===== src/rtl/frame_rx.sv =====
module frame_rx #(
  parameter int TMO_W = 16
) (
  input  logic             clk,
  input  logic             rst_n,
  input  logic             in_valid,
  input  logic [7:0]       in_data,
  input  logic [TMO_W-1:0] timeout_cycles,
  output logic             done,
  output logic             frm_type,
  output logic             frm_last,
  output logic [8:0]       pay_len,
  input  logic [7:0]       rd_addr,
  output logic [7:0]       rd_data,
  output logic             sum_err,
  output logic             fmt_err
);
  localparam int DEPTH = 256;
  localparam logic [7:0] HDR_CMD = 8'h01;
  localparam logic [7:0] HDR_DAT = 8'h02;
  localparam logic [7:0] END_LAST = 8'h03;
  localparam logic [7:0] END_MORE = 8'h17;

  typedef enum logic [2:0] {S_IDLE, S_LEN, S_PAY, S_SUM, S_END} st_t;

  st_t              st;
  logic             typ;
  logic [8:0]       len_q;
  logic [8:0]       cnt;
  logic [7:0]       acc;
  logic             sum_ok;
  logic [TMO_W-1:0] tmo;
  logic [7:0]       mem [DEPTH];

  wire tmo_hit = (st != S_IDLE) && !in_valid && (timeout_cycles != '0) &&
                 (tmo == timeout_cycles - 1'b1);
  wire end_ok  = (in_data == END_LAST) || (typ && in_data == END_MORE);

  assign rd_data = mem[rd_addr];

  always_ff @(posedge clk)
    if (in_valid && st == S_PAY) mem[cnt[7:0]] <= in_data;

  always_ff @(posedge clk) begin
    if (!rst_n) begin
      st <= S_IDLE;
      typ <= 1'b0;
      len_q <= '0;
      cnt <= '0;
      acc <= '0;
      sum_ok <= 1'b0;
      tmo <= '0;
      done <= 1'b0;
      frm_type <= 1'b0;
      frm_last <= 1'b0;
      pay_len <= '0;
      sum_err <= 1'b0;
      fmt_err <= 1'b0;
    end else begin
      done <= 1'b0;
      if (in_valid || st == S_IDLE) tmo <= '0;
      else if (tmo_hit) begin
        tmo <= '0;
        st <= S_IDLE;
      end else tmo <= tmo + 1'b1;
      if (in_valid) begin
        case (st)
          S_IDLE:
            if (in_data == HDR_CMD || in_data == HDR_DAT) begin
              typ <= (in_data == HDR_DAT);
              st <= S_LEN;
            end
          S_LEN: begin
            len_q <= (in_data == 8'h00) ? 9'(DEPTH) : {1'b0, in_data};
            acc <= 8'h00 - in_data;
            cnt <= '0;
            st <= S_PAY;
          end
          S_PAY: begin
            acc <= acc - in_data;
            cnt <= cnt + 1'b1;
            if (cnt == len_q - 1'b1) st <= S_SUM;
          end
          S_SUM: begin
            sum_ok <= (in_data == acc);
            st <= S_END;
          end
          S_END: begin
            done <= 1'b1;
            frm_type <= typ;
            pay_len <= len_q;
            sum_err <= !sum_ok;
            fmt_err <= !end_ok;
            frm_last <= !(typ && in_data == END_MORE);
            st <= S_IDLE;
          end
          default: st <= S_IDLE;
        endcase
      end
    end
  end

  assert_done_pulse_R7: assert property (@(posedge clk) disable iff (!rst_n)
    done |=> !done);
  assert_done_after_byte_R7: assert property (@(posedge clk) disable iff (!rst_n)
    done |-> $past(in_valid));
  assert_len_nonzero_R3: assert property (@(posedge clk) disable iff (!rst_n)
    done |-> pay_len != 9'd0);
  assert_cnt_bound_R4: assert property (@(posedge clk) disable iff (!rst_n)
    st == S_PAY |-> cnt < len_q);
  assert_discard_R2: assert property (@(posedge clk) disable iff (!rst_n)
    (st == S_IDLE && in_valid && in_data != HDR_CMD && in_data != HDR_DAT) |=> st == S_IDLE && !done);
  assert_flags_stable_R7: assert property (@(posedge clk) disable iff (!rst_n)
    !done |-> $stable(sum_err) && $stable(fmt_err) && $stable(pay_len));
  assert_cmd_last_R6: assert property (@(posedge clk) disable iff (!rst_n)
    (done && !frm_type) |-> frm_last);
endmodule


===== config.mk =====
export PLATFORM = sky130hd
export DESIGN_NAME = frame_rx
export DESIGN_NICKNAME = d
export VERILOG_FILES = /design/src/rtl/frame_rx.sv
export SDC_FILE = /design/constraint.sdc
export NUM_CORES = 2
export LEC_CHECK = 0
export BUFFER_PORTS_ARGS = -buffer_cell sky130_fd_sc_hd__clkbuf_2
export CAP_MARGIN = 20
export CORE_MARGIN = 4
export CORE_UTILIZATION = 49
export CTS_CLUSTER_DIAMETER = 80
export DETAILED_ROUTE_END_ITERATION = 10
export SLEW_MARGIN = 20
export SYNTH_ARGS = -nofsm -noshare
export SYNTH_HDL_FRONTEND = slang
export SYNTH_SLANG_ARGS = --single-unit

===== constraint.sdc =====
create_clock -name clk -period 6.3 [get_ports clk]
set_clock_uncertainty 0.15 [all_clocks]
set_input_delay 0.63 -clock clk [delete_from_list [all_inputs] [get_ports clk]]
set_output_delay 0.63 -clock clk [all_outputs]
set_load 0.005 [all_outputs]

==> reports/metrics.cfg <==
[min_path]
holdCritPathClass = in -> reg

[route]
routed_wl_um = 195000
drtIter0Drc = 4176
routedWlPerCell_um = 30.0
drc_errors = 0
vias_per_cell = 6.19
vias = 40285
ant_nets = 0
first_pass_iters = 5

[power]
power_density_mw_per_mm2 = 313
power_mw = 28.8
peakVddDrop_mv = 0.299
cellLeakagePower_nw = 28.2

[floorplan]
rows = 149
dieWidth_um = 417
io_pins = 57
start_util_pct = 49.5
core_mm2 = 0.166
die_h_um = 417
dieArea_mm2 = 0.174

[clock_network]
cts_tree = done
clock_latency_ns = 0.82
cts_root_buffer = clkbuf_16
htreeDepth = 4
clk_pin_slew_ns = 0.06
post_cts.repair.setup_buffers = 0
clockBufferDepth = 3
cts_buffers = 212
ctsResizeCount = 0
clock-sinks = 2109
cts_hold_buf = 1

[layout]
area_delta_synth_final_pct = 12.1
instances_no_fill = 6506
diodes = 0
final_area_mm2 = 0.0920
layout.nets = 4199
n_fill_cell = 12411
layout-drive-gt1-share_pct = 22.9

[global_route]
groute.layer.met3.usage_pct = 3.92
grt_overflow = 0
use_met1_pct = 32.6
grt.busiest_layer = met2
grt_pass1_wl_um = 288000
grt_max_degree = 202
antenna_found_initial = 2
grtUsageMet2_pct = 36.2
track_usage_pct = 22.6
grt_pass1_vias = 41180

[worst_setup_path]
cp.required_ns = 5.52
worst-path-max-fanout = 48
reg2reg_to = mem[246][5]
rrSetupSlack_ns = 2.47
reg2regPathDepth = 3
arrival_ns = 4.32
critPathLaunch = rd_addr[0]
worstSetupEndpoint = rd_data[0]
crit-reg2reg-launch = cnt[5]
start_kind = primary input
worst-setup-path-type = in -> out
cp-end-kind = output pin

[yosys]
yosys_most_used_dff = edfxtp_1
synth.avg_cell_area_um2 = 20.4
synthAdderAreaFrac_pct = 0.299
synth_edf_count = 2048
netlist_instances = 4020
synth_most_common_cell = edfxtp_1
yosysTopAreaCell = edfxtp_1
synth_common_cells = 2048 x edfxtp_1, 512 x mux4_2, 325 x nor2_1
seq_area_frac_synth_pct = 76.4
synth_cell_type_count = 68
synthMuxAreaShare_pct = 14.1
synth.area.top_cells = edfxtp_1 75%, mux4_2 14%, dfxtp_1 1.5%, nor2_1 1.5%, a22oi_1 1.3%
synth-compound-area-share_pct = 4.16
synth_top_family_by_area = multiplexers
synthArstFlopShare_pct = 0
synth_seq_cells = 2109
syn_area_mm2 = 0.0821
synth_top_area_share_pct = 74.9
ys_warn_count = 0
syn_nets = 4074
synthSimpleGateAreaFrac_pct = 3.18
synth-xor-area-share_pct = 0.565

[sta]
setup_tns_ns = 0
rsz0062_at_grt = false
max_slew.worst_pin.slew_ns = 1.10
slew_headroom_pct = 26.8
timing.final.crit_period_ns = 5.10
hold_violations = 0
holdWs_ns = 0.0454
post-route-period-util_pct = 81.0
slew_violations = 0
finalSetupViolCount = 0
fmax_mhz = 196

[placement]
place_area_mm2 = 0.0853
place_inst = 6118
gp_congestion = 0.813
dp_hpwl_um = 115000
port_buffers = 56

[run_status]
status = complete, no violations

[job]
max-cap-violations = 0

==> per-stage QoR <==
step,util (%),setup WS [ns]
final,55.5,1.20
after global routing,55.5,0.996
after CTS,55.5,1.17
after detailed placement,51.5,1.16
after global placement,51.4,1.15
after floorplan,-,2.71
==> worst min-delay path by stage <==
stage | startpoint | endpoint | depth (start not counted)
floorplan | acc[0] | acc[0] | 2
global placement | acc[0] | acc[0] | 2
detailed placement | pay_len[6] | pay_len[6] | 2
CTS | in_data[7] | mem[72][7] | 1
global route | in_data[7] | mem[72][7] | 1
finish | in_data[7] | mem[72][7] | 1
==> where the power goes <==
part	switching [mW]	internal (mW)
clock network	5.28	6.86
registers	0.000271	15.4
logic	0.816	0.467
==> per-layer routing <==
| metal | wire length, um | share of wire, % | vias to the layer above |
|---|---|---|---|
| met5 | 0 | 0 | - |
| met4 | 5040 | 2.6 | 0 |
| met3 | 13400 | 6.9 | 292 |
| met2 | 95000 | 49 | 1524 |
| met1 | 81700 | 42 | 21443 |
| li1 | - | - | 17026 |
==> cell type report <==
class / instances / area [um^2] / share of cell area (%)
flip-flops and latches: 2109 / 62700 / 68.2
repair buffers: 158 / 1450 / 1.58
clock buffers: 271 / 5680 / 6.18
multi-input cells: 1643 / 18300 / 19.9
inverters: 21 / 78.8 / 0.0857
well taps: 2189 / 2740 / 2.98
clock inverters: 115 / 1010 / 1.10
==> registers in the layout, indices dropped and copies added (netlist names), 3 cells and up <==
register and cells:
len_q 9, acc 8, st 3, cnt 9, tmo 16, mem 2048, pay_len 9
==> layout by cell type, fill, tap and decap left out, types with 10 or more instances in the layout <==
master     count
buf_8         11
mux4_2       512
nand2_1       98
a21oi_1       98
a221oi_1      64
bufinv_16     12
nand3_1       30
ha_1          18
o22ai_1       20
a22oi_1      139
dfxtp_1       61
clkinv_2      36
nor2_1       324
clkinv_1      50
xnor2_1       25
o221ai_1      24
o21ai_0       20
xor2_1        28
buf_12        22
clkbuf_2      46
clkbuf_16    218
clkbuf_1      50
nor2b_1       14
inv_1         21
a22o_1        64
nor2_2        11
buf_4         77
nor3_1        31
edfxtp_1    2048
and3_1        10
==> critical path, cell delays in order <==
cell,delay [ns]
buf_8,0.38
buf_12,0.42
buf_4,0.57
mux4_2,0.61
a221oi_1,0.45
o22ai_1,0.13
nor3_1,0.38
o221ai_1,0.40
clkbuf_2,0.22
==> cells by family after synthesis <==
family / count (synthesis)
and+or+nand+nor: 589
DFF: 2109
AOI/OAI and AO/OA: 467
adders and majority gates: 19
xor gates and xnor gates: 53
buffers and inverters: 268
muxes: 515
No activity file was read; power rests on OpenSTA's default activity.
